--- config.mk ---
export PLATFORM = sky130hd
export DESIGN_NAME = cq_order_buf
export DESIGN_NICKNAME = d
export VERILOG_FILES = /design/src/rtl/cq_order_pkg.sv /design/src/rtl/cq_slot_state.sv /design/src/rtl/cq_retire_pick.sv /design/src/rtl/cq_order_buf.sv
export SDC_FILE = /design/constraint.sdc
export NUM_CORES = 1
export LEC_CHECK = 0
export CORE_MARGIN = 1.5
export CORE_UTILIZATION = 30
export DETAILED_ROUTE_END_ITERATION = 16
export DONT_BUFFER_PORTS = 1
export HOLD_SLACK_MARGIN = 0.06
export PLACE_DENSITY_LB_ADDON = 0.3
export SKIP_LAST_GASP = 1
export SLEW_MARGIN = 20
export SYNTH_ARGS = -nofsm -noshare
export SYNTH_HDL_FRONTEND = slang
export SYNTH_HIERARCHICAL = 1
export SYNTH_SLANG_ARGS = --single-unit
--- constraint.sdc ---
create_clock -name clk -period 5.9 [get_ports clk]
set_input_delay 0.295 -clock clk [delete_from_list [all_inputs] [get_ports clk]]
set_output_delay 0.295 -clock clk [all_outputs]
set_load 0.01 [all_outputs]
--- src/rtl/cq_order_pkg.sv ---
package cq_order_pkg;
  // Modular add for circular pointers; k must not exceed depth.
  function automatic int unsigned wrap_add(int unsigned p, int unsigned k,
                                           int unsigned depth);
    int unsigned s;
    s = p + k;
    if (s >= depth) s = s - depth;
    return s;
  endfunction
endpackage

--- src/rtl/cq_slot_state.sv ---
module cq_slot_state #(
  parameter int DEPTH     = 6,
  parameter int FIN_PORTS = 2,
  parameter int TAG_W     = 3
) (
  input  logic                       clk,
  input  logic                       rst,
  input  logic [DEPTH-1:0]           alloc_mask,
  input  logic [DEPTH-1:0]           kill_mask,
  input  logic [FIN_PORTS-1:0]       fin_vld,
  input  logic [FIN_PORTS*TAG_W-1:0] fin_tag,
  input  logic [FIN_PORTS-1:0]       fin_flt,
  output logic [DEPTH-1:0]           occ_q,
  output logic [DEPTH-1:0]           done_q,
  output logic [DEPTH-1:0]           flt_q
);
  always_ff @(posedge clk) begin
    if (rst) begin
      occ_q  <= '0;
      done_q <= '0;
      flt_q  <= '0;
    end else begin
      for (int i = 0; i < DEPTH; i++) begin
        if (alloc_mask[i]) begin
          occ_q[i]  <= 1'b1;
          done_q[i] <= 1'b0;
          flt_q[i]  <= 1'b0;
        end else begin
          if (kill_mask[i]) occ_q[i] <= 1'b0;
          for (int p = 0; p < FIN_PORTS; p++) begin
            if (fin_vld[p] && occ_q[i] &&
                fin_tag[p*TAG_W +: TAG_W] == TAG_W'(i)) begin
              done_q[i] <= 1'b1;
              if (fin_flt[p]) flt_q[i] <= 1'b1;
            end
          end
        end
      end
    end
  end

  // A claimed slot must be free when it is written.
  assert_alloc_free_R2: assert property (@(posedge clk) disable iff (rst)
    (alloc_mask & occ_q) == '0);
endmodule

--- src/rtl/cq_retire_pick.sv ---
module cq_retire_pick #(
  parameter int DEPTH = 6,
  parameter int TAG_W = 3
) (
  input  logic [TAG_W-1:0] head,
  input  logic [DEPTH-1:0] occ,
  input  logic [DEPTH-1:0] done,
  input  logic [DEPTH-1:0] flt,
  input  logic             br_hit,
  input  logic [TAG_W-1:0] br_off,
  output logic [TAG_W-1:0] next_idx,
  output logic             take0,
  output logic             take1,
  output logic             flt_hit
);
  import cq_order_pkg::*;

  logic head_ready;

  always_comb begin
    next_idx   = TAG_W'(wrap_add(32'(head), 1, DEPTH));
    head_ready = occ[head] && done[head];
    flt_hit    = head_ready && flt[head];
    take0      = head_ready && !flt[head];
    // Second slot only behind a retiring head, and never past a branch
    // that is being squashed behind the head this cycle.
    take1      = take0 && occ[next_idx] && done[next_idx] && !flt[next_idx] &&
                 !(br_hit && br_off == '0);
  end
endmodule

--- src/rtl/cq_order_buf.sv ---
module cq_order_buf #(
  parameter  int DEPTH     = 6,
  parameter  int FIN_PORTS = 2,
  localparam int TAG_W     = $clog2(DEPTH),
  localparam int CW        = $clog2(DEPTH + 1)
) (
  input  logic                       clk,
  input  logic                       rst,
  input  logic [1:0]                 claim_req,
  output logic [TAG_W-1:0]           slot_tag_a,
  output logic [TAG_W-1:0]           slot_tag_b,
  output logic [CW-1:0]              free_slots,
  input  logic [FIN_PORTS-1:0]       done_valid,
  input  logic [FIN_PORTS*TAG_W-1:0] done_tag,
  input  logic [FIN_PORTS-1:0]       done_fault,
  input  logic                       mis_valid,
  input  logic [TAG_W-1:0]           mis_tag,
  output logic [1:0]                 ret_valid,
  output logic [TAG_W-1:0]           ret_tag_a,
  output logic [TAG_W-1:0]           ret_tag_b,
  output logic                       fault_taken,
  output logic [TAG_W-1:0]           fault_tag,
  output logic                       squash_young
);
  import cq_order_pkg::*;

  logic [TAG_W-1:0] head_q, tail_q, head_n, tail_n, next_idx, br_off;
  logic [CW-1:0]    free_q, free_n;
  logic [DEPTH-1:0] occ_q, done_q, flt_q, alloc_mask, kill_mask;
  logic             take0, take1, flt_hit, br_ok, br_hit, claim_ok;
  int unsigned      n_ret, n_claim, keep;

  cq_slot_state #(.DEPTH(DEPTH), .FIN_PORTS(FIN_PORTS), .TAG_W(TAG_W)) u_state (
    .clk(clk), .rst(rst), .alloc_mask(alloc_mask), .kill_mask(kill_mask),
    .fin_vld(done_valid), .fin_tag(done_tag), .fin_flt(done_fault),
    .occ_q(occ_q), .done_q(done_q), .flt_q(flt_q));

  cq_retire_pick #(.DEPTH(DEPTH), .TAG_W(TAG_W)) u_pick (
    .head(head_q), .occ(occ_q), .done(done_q), .flt(flt_q),
    .br_hit(br_ok), .br_off(br_off), .next_idx(next_idx),
    .take0(take0), .take1(take1), .flt_hit(flt_hit));

  assign slot_tag_a = tail_q;
  assign slot_tag_b = TAG_W'(wrap_add(32'(tail_q), 1, DEPTH));
  assign free_slots = free_q;

  always_comb begin
    br_ok    = mis_valid && (mis_tag < TAG_W'(DEPTH)) && occ_q[mis_tag];
    br_hit   = br_ok && !flt_hit;
    br_off   = TAG_W'(wrap_add(32'(mis_tag), DEPTH - 32'(head_q), DEPTH));
    n_ret    = 32'(take0) + 32'(take1);
    n_claim  = (claim_req == 2'b01) ? 1 : (claim_req == 2'b11) ? 2 : 0;
    claim_ok = (n_claim != 0) && (n_claim <= 32'(free_q)) && !flt_hit && !br_hit;
    keep     = 32'(br_off) + 1 - n_ret;

    alloc_mask = '0;
    kill_mask  = '0;
    if (take0) kill_mask[head_q]   = 1'b1;
    if (take1) kill_mask[next_idx] = 1'b1;
    for (int i = 0; i < DEPTH; i++) begin
      if (flt_hit) kill_mask[i] = 1'b1;
      if (br_hit && wrap_add(i, DEPTH - 32'(head_q), DEPTH) > 32'(br_off))
        kill_mask[i] = 1'b1;
    end
    if (claim_ok) begin
      alloc_mask[slot_tag_a] = 1'b1;
      if (n_claim == 2) alloc_mask[slot_tag_b] = 1'b1;
    end

    if (flt_hit) begin
      head_n = tail_q;
      tail_n = tail_q;
      free_n = CW'(DEPTH);
    end else begin
      head_n = TAG_W'(wrap_add(32'(head_q), n_ret, DEPTH));
      if (br_hit) begin
        tail_n = TAG_W'(wrap_add(32'(mis_tag), 1, DEPTH));
        free_n = CW'(DEPTH - keep);
      end else begin
        tail_n = TAG_W'(wrap_add(32'(tail_q), claim_ok ? n_claim : 0, DEPTH));
        free_n = CW'(32'(free_q) + n_ret - (claim_ok ? n_claim : 0));
      end
    end
  end

  always_ff @(posedge clk) begin
    if (rst) begin
      head_q       <= '0;
      tail_q       <= '0;
      free_q       <= CW'(DEPTH);
      ret_valid    <= '0;
      ret_tag_a    <= '0;
      ret_tag_b    <= '0;
      fault_taken  <= 1'b0;
      fault_tag    <= '0;
      squash_young <= 1'b0;
    end else begin
      head_q       <= head_n;
      tail_q       <= tail_n;
      free_q       <= free_n;
      ret_valid    <= {take1, take0};
      ret_tag_a    <= head_q;
      ret_tag_b    <= next_idx;
      fault_taken  <= flt_hit;
      fault_tag    <= head_q;
      squash_young <= br_hit;
    end
  end

  // Occupancy held in the slot state agrees with the free count.
  assert_occ_count_R1: assert property (@(posedge clk) disable iff (rst)
    ($countones(occ_q) + 32'(free_q)) == DEPTH);
  // A retired oldest entry had been finished in the cycle before.
  assert_retire_done_R4: assert property (@(posedge clk) disable iff (rst)
    ret_valid[0] |-> $past(done_q[head_q] && !flt_q[head_q]));
  // No retirement alongside a taken exception; queue emptied.
  assert_fault_stop_R6: assert property (@(posedge clk) disable iff (rst)
    fault_taken |-> (ret_valid == 2'b00 && free_q == CW'(DEPTH)));
  // After a squash the tail sits right after the branch.
  assert_squash_tail_R7: assert property (@(posedge clk) disable iff (rst)
    squash_young |-> tail_q == TAG_W'(wrap_add(32'($past(mis_tag)), 1, DEPTH)));
endmodule

After elaboration in Yosys (flattened, before gate mapping)
Index checks and enable logic that the tools add are counted.
W data, S select, Z words.
{ "totals": {"rom_bits": 0, "reg_bits": 37, "word_cells": 280, "n_memories": 0, "ram_bits": 0, "latchBits": 0, "inputBits": 18} }
{ "op_classes": {"n_reduce_logical": 76, "eq_ne": 13, "n_addsub": 30, "shift": 0, "bitwise": 2, "div": 0, "order_cmp": 29, "n_mux": 104, "multipliers": 0} }
{ "op_table": {"columns": ["op", "count"], "rows": [
  ["$ge A32 B3 Y1 const B", 7],
  ["$gt A32 B3 Y1", 6],
  ["$mux W32", 6],
  ["$sub A32 B3 Y32 const B", 5],
  ["$mux W1", 71],
  ["$add A2 B32 Y32 const A", 2],
  ["$logic_and A1 B1 Y1", 48],
  ["$add A1 B32 Y32 const A", 1],
  ["$add A3 B32 Y32", 1],
  ["$add A3 B32 Y32 const A", 1],
  ["$reduce_bool A32 Y1", 1],
  ["$mux W3", 9],
  ["$mux W6", 4],
  ["$reduce_bool A2 Y1", 12],
  ["$bmux W1 S3", 7],
  ["$ge A4 B3 Y1 const B", 5],
  ["$lt A3 B4 Y1 const B", 5],
  ["$sub A3 B3 Y3 const B", 6],
  ["$reduce_or A2 Y1", 7],
  ["$add A3 B1 Y4 const B", 3],
  ["$demux W1 S3", 4],
  ["$eq A3 B2 Y1 const B", 4],
  ["$eq A3 B3 Y1 const B", 4],
  ["$ge A3 B1 Y1 const B", 4],
  ["18 further kinds", 31]
]} }

Longest topological paths before layout
{ "logic_depth": {"ltp_word": 14, "depth_mapped": 28} }

Cells and area by module
Netlist, hierarchy kept.
{ "by_module_without_submodules": {"columns": ["mod", "area_per_inst_um2", "cells_each", "n_inst", "seq_area_each_um2"], "rows": [
  ["cq_order_buf", 3693.5, 459, 1, 380.4],
  ["cq_slot_state", 790.8, 96, 1, 360.3],
  ["cq_retire_pick", 342.8, 46, 1, 0.0]
]} }

Least setup slack after synthesis
Ideal clock, no wire load.
{ "synth_timing": {"kind": "register to register", "start": "register head_q[0]", "end": "register free_q[2], in the netlist free_slots[2]", "arrival_time_ns": 5.739, "setup_ns": 0.128, "path_buffers": 2, "stages_incl_launch_ff": 29, "period_less_slack_ns": 5.866, "setup_slack_ns": 0.034, "path_cell_list": "dfxtp_1 -> buf_4 -> inv_1 -> ha_1 -> clkbuf_1 -> inv_1 -> ha_1 -> a21o_1 -> a21oi_1 -> nand2b_1 -> ha_1 -> nor4b_1 -> nand3_1 -> mux2_4 -> inv_1 -> nor4b_1 -> a21oi_1 -> and4b_1 -> ha_1 -> inv_1 -> ha_1 -> inv_1 -> ha_1 -> inv_1 -> fa_1 -> xor2_1 -> xnor2_1 -> a211oi_1 -> o21ai_0"} }
{ "synth_via": {"elab_cells_between_ends": 47, "cone_classes": "add/sub (11); order compare (2); mux (16); reduce/logical (18)"} }
{ "synth_lines": {"columns": ["element", "line_no", "rtl"], "rows": [
  ["start, declared", "cq_order_buf.sv:27", "logic [TAG_W-1:0] head_q, tail_q, head_n, tail_n, next_idx, br_off;"],
  ["start signal, assigned", "cq_order_buf.sv:98", "head_q <= head_n;"],
  ["$sub A3 B3 Y4 *", "cq_order_buf.sv:50", "br_off = TAG_W'(wrap_add(32'(mis_tag), DEPTH - 32'(head_q), DEPTH));"],
  ["$add A3 B32 Y32 *", "cq_order_pkg.sv:6", "s = p + k;"],
  ["$ge A32 B3 Y1 or $sub A3 B3 Y3 (tied branches)", "cq_order_pkg.sv:7", "if (s >= depth) s = s - depth;"],
  ["$mux W3 *", "cq_order_pkg.sv:7", null],
  ["net br_off[1]", "cq_order_buf.sv:27", null],
  ["$logic_not A3 Y1 *", "cq_retire_pick.sv:28", "!(br_hit && br_off == '0);"],
  ["$logic_and A1 B1 Y1 *", "cq_retire_pick.sv:28", null],
  ["$logic_not A1 Y1 *", "cq_retire_pick.sv:28", null],
  ["$logic_and A1 B1 Y1 *", "cq_retire_pick.sv:27", "take1 = take0 && occ[next_idx] && done[next_idx] && !flt[next_idx] &&"],
  ["net take1", "cq_order_buf.sv:30", "logic take0, take1, flt_hit, br_ok, br_hit, claim_ok;"],
  ["$add A1 B1 Y2 *", "cq_order_buf.sv:51", "n_ret = 32'(take0) + 32'(take1);"],
  ["$add A3 B2 Y3 or $sub A3 B2 Y3 (tied branches)", "cq_order_buf.sv:81, cq_order_buf.sv:54", null],
  ["$sub A3 B2 Y3 or $sub A2 B3 Y3 (tied branches)", "cq_order_buf.sv:81, cq_order_buf.sv:78", null],
  ["$mux W3 *", "cq_order_buf.sv:76", "if (br_hit) begin"],
  ["end signal, assigned", "cq_order_buf.sv:90", "free_q <= CW'(DEPTH);"],
  ["end signal, assigned", "cq_order_buf.sv:100", "free_q <= free_n;"],
  ["end, declared", "cq_order_buf.sv:28", "logic [CW-1:0] free_q, free_n;"]
]} }
The timed path passes the listed nets; every way through them passes the cells marked *. The select of a mux whose other input is x is not followed.
A chain may end at the register's enable or synchronous reset.

Worst setup path in the final report
{ "layout_timing": {"start": "register head_q[2]", "end": "register free_q[2], in the netlist free_slots[2]"} }
{ "layout_via": {"elab_cells_between_ends": 47, "cone_classes": "add/sub (11); order compare (2); mux (16); reduce/logical (18)"} }
{ "layout_lines": {"columns": ["element", "line_no"], "rows": [
  ["$sub A3 B3 Y4 *", "cq_order_buf.sv:50"],
  ["$add A3 B32 Y32 *", "cq_order_pkg.sv:6"],
  ["$ge A32 B3 Y1 *", "cq_order_pkg.sv:7"],
  ["$mux W3 *", "cq_order_pkg.sv:7"],
  ["net br_off[1]", "cq_order_buf.sv:27"],
  ["$logic_not A3 Y1 *", "cq_retire_pick.sv:28"],
  ["$logic_and A1 B1 Y1 *", "cq_retire_pick.sv:28"],
  ["$logic_not A1 Y1 *", "cq_retire_pick.sv:28"],
  ["$logic_and A1 B1 Y1 *", "cq_retire_pick.sv:27"],
  ["net take1", "cq_order_buf.sv:30"],
  ["$add A1 B1 Y2 *", "cq_order_buf.sv:51"],
  ["$add A3 B2 Y3 or $sub A3 B2 Y3 (tied branches)", "cq_order_buf.sv:81, cq_order_buf.sv:54"],
  ["$sub A3 B2 Y3 or $sub A2 B3 Y3 (tied branches)", "cq_order_buf.sv:81, cq_order_buf.sv:78"],
  ["$mux W3 *", "cq_order_buf.sv:76"]
]} }
Marks and branches as above.

==> metrics.md <==
| Metric | Value |
|---|---|
| Starting density of the core | 0.305 |
| Gr ovfl total | 0 |
| Synth warn | 6 |
| DRT iter0 DRCs | ~230 |
| Pin count of the biggest net entering global routing | 38 |
| Top Ports | 40 |
| H-tree depth | 2 |
| Fin. max-slew vios | 0 |
| Hold_buf cts | 0 |
| CTS Root Cell | clkbuf_16 |
| Final ANT Viol Nets | 0 |
| IO buf count | 0 |
| Core region area | 0.0158 sq mm |
| WL per Instance | ~15 microns |
| Setup tns final | 0 ns |
| Part of the Yosys area used for sequential elements | 0.153 |
| Slowest cell delay on critical path | around 0.63 ns |
| Syn_area_per_cell | 8.03 sq um |
| CP max FO | 11 |
| Worst-path clk slew | roughly 0.060 ns |
| Async S/R FF share, synth | 0 |
| Setup bufs post-CTS | 0 |
| Layout cells sized above 1 | 0.0832 |
| Final setup vio count | 0 |
| Vias | 4337 |
| Mapped Nets | 714 |
| Worst reg2reg endpoint | free_slots[2] |
| Post-cts sizing count | 0 |
| Cts bufs inserted | 5 |
| Max clock buf depth | 2 |
| Area of the mapped netlist | between 0.004 and 0.005 sq mm |
| Min-delay worst type | in2reg |
| Crit-path cells | xor2_4 > inv_1 > ha_1 > a21oi_1 > or2_2 > ha_1 > nor4b_1 > nand3_1 > mux2_4 > inv_1 > nor4b_2 > a21oi_1 > and4b_1 > ha_1 > inv_1 > fa_1 > fa_1 > xor2_1 > xnor2_1 > a211oi_1 > o21ai_0 |
| Max-Cap Viols | 0 |
| Worst path arrival time | about 5.6 ns |
| Initial antenna violation count | 0 |
| Die height | ~130 microns |
| HPWL Detailed | around 10000 microns |
| Vias/cell | about 5.3 |
| Clock latency on the worst-skew pair | 0.28 ns |
| CP endpoint | free_slots[2] |
| Synth Register Bits | 37 |
| First-pass DRT Iterations | 5 |
| Global-route usage over all layers | 0.156 |
| Crit path kind | reg2reg |
| Req. time, crit path | between 6 and 7 ns |
| Mapped Cells | 601 |
| Most used DFF post-synth | dfxtp_1 |
| Status | complete, no violations |
| Slowest CP cell | dfxtp_1 |
| Netlist cell types | between 70 and 80 |
| F_max | approximately 190 MHz |
| Setup crit end kind | flop |
| Reg2Reg Depth | 21 |
| Register-to-register setup slack | just under 0.5 ns |
| Number of synthesized flops with an enable pin | 0 |
| CTS tree | built |
| Worst setup path start | head_q[2] |
| Post-route DRC | 0 |
| RSZ-0062 raised after global routing | false |
| Worst VDD drop | ~0.10 mV |
| Slew at the pin closest to its max-slew limit | a little over 0.8 ns |
| Die span in x | between 100 and 150 microns |
| Pwr dens | between 100 and 150 mW/mm^2 |
| Clock Sinks | 37 |
| Syn-to-layout area delta | 8.68% |
| Critical R2R Launch | head_q[2] |
| Skew final | ~0.0087 ns |
| Slew margin rel. | 0.444 |
| GP Congestion | approximately 0.84 |
| Diode count | 0 |
| Tmin final | 5.40 ns |
| Post-layout net count | roughly 710 |
| Dpl cells | 809 |
| Period utilization | 0.916 |
| Die area | 0.0169 sq mm |
| Final hold violations | 0 |
| Non-filler cells, final | ~820 |
| FP Rows | 46 |
| Number of global-route vias before repair | roughly 4200 |
| Startpoint Class | flop |
| Final WL | ~13000 microns |
| Leakage power | between 2 and 2.5 nW |
| Global-route wire length before repair | 21200 microns |
-- worst max-delay path, delay by kind of cell (launching register included) --
family	cells	cell delay, ns
muxes	1	0.41
buffers and inverters	3	0.29
DFF	1	0.63
and+or+nand+nor	5	1.13
AOI/OAI and AO/OA	4	0.57
adders and majority gates	5	1.73
xor gates and xnor gates	3	0.50
-- power by group --
group          internal [mW]  switching [mW]  leakage (nW)
clock network          0.200           0.106        0.0810
registers              0.263          0.0255         0.300
logic                 0.0771           0.100          1.81
total                  0.540           0.231          2.19
-- state kept, by name, indices dropped and copies added (netlist names) --
| name | count |
|---|---|
| u_state/occ_q | 6 |
| ret_valid | 2 |
| fault_taken | 1 |
| fault_tag | 3 |
| head_q | 3 |
| slot_tag_a | 3 |
| squash_young | 1 |
| ret_tag_b | 3 |
| u_state/done_q | 6 |
| free_slots | 3 |
| u_state/flt_q | 6 |
-- how the worst min path moves through the flow --
stage	end	slack (ns)	cells after the start	startpoint
final	u_state/occ_q[5]	0.08	1	rst
after global routing	slot_tag_a[0]	0.06	1	rst
after CTS	slot_tag_a[2]	0.07	1	rst
after detailed placement	slot_tag_a[2]	0.37	1	rst
after global placement	slot_tag_a[2]	0.37	1	rst
after floorplan	u_state/done_q[2]	0.39	1	done_tag[0]
-- through the flow --
step | area, sq um | power, mW | util | worst slack (ns) | hold slack, ns
floorplan | 4830 | 0.431 | - | 0.0337 | 0.391
global placement | 5070 | 0.465 | 0.320 | 0.689 | 0.372
detailed placement | 5070 | 0.471 | 0.320 | 0.434 | 0.373
CTS | 5240 | 0.784 | 0.331 | 0.391 | 0.0660
global route | 5250 | 0.819 | 0.331 | 0.0138 | 0.0627
finish | 5250 | 0.772 | 0.331 | 0.496 | 0.0798
-- cells by family (layout without fill, tap and decap cells) --
group                      count (synthesis)  after routing  share of synthesized area
muxes                                     15             15                     0.0417
adders and majority gates                 98             98                      0.262
AOI/OAI and AO/OA                        142            142                      0.197
buffers and inverters                     71             71                     0.0645
DFF                                       37             37                      0.153
and+or+nand+nor                          222            222                      0.244
xor gates and xnor gates                  16             16                     0.0368
-- placed cells by master, fill, tap and decap left out, types with 3 or more instances in the layout --
cell	instances
fa_1	6
nor2b_1	17
nor2_1	53
mux2_2	3
buf_4	11
mux2i_1	7
a21oi_1	46
xnor2_1	9
a32oi_1	3
nor4b_1	5
xor2_1	5
o21ai_0	24
o221ai_1	10
nand3b_1	3
a21o_1	4
nand4_1	5
a31oi_1	13
ha_1	89
or2_2	3
a211oi_1	4
a21oi_2	3
a211o_1	4
nand3_1	21
o211ai_1	4
nand2_1	54
and4bb_1	3
or3_1	4
nor3b_1	6
nand2b_1	14
nor4_1	4
inv_1	49
dfxtp_1	37
nor3_1	14
o21ai_1	3
clkbuf_16	5
mux4_2	3
a221oi_1	3
-- per-layer routing --
metal	up-vias	GRT usage	wire [microns]
li1	2152	-	-
met1	2057	0.200	5900
met2	117	0.275	6010
met3	11	0.0287	578
met4	0	0.0281	114
met5	-	0	0
-- cell usage after synthesis (4+ instances only) --
cell / n / area share
nand2b_1: 14 / 0.018
fa_1: 6 / 0.025
nor2_1: 53 / 0.041
a211oi_1: 4 / 0.0062
buf_4: 6 / 0.0093
nor3_1: 14 / 0.015
clkbuf_1: 9 / 0.0070
o221ai_1: 10 / 0.018
inv_1: 49 / 0.038
nand4_1: 5 / 0.0065
nor2b_1: 17 / 0.022
nand2_1: 54 / 0.042
a21oi_1: 47 / 0.049
mux2i_1: 7 / 0.015
nand3_1: 21 / 0.022
dfxtp_1: 37 / 0.15
nor3b_1: 6 / 0.0093
or3_1: 4 / 0.0052
nor4b_1: 6 / 0.011
xor2_1: 5 / 0.0091
xnor2_1: 9 / 0.016
o21ai_0: 24 / 0.025
a31oi_1: 13 / 0.017
a21o_1: 4 / 0.0062
nor4_1: 4 / 0.0052
ha_1: 89 / 0.23
a211o_1: 4 / 0.0073
o211ai_1: 4 / 0.0062
-- final cells by class --
class	instances	area (sq um)
well taps	216	270
clock buffers	6	129
repair buffers	11	82.6
multi-input cells	493	3780
inverters	52	200
clock inverters	2	38.8
flip-flops and latches	37	741
fillers	1684	10600
Note: power is estimated with default switching activity, not from simulation.
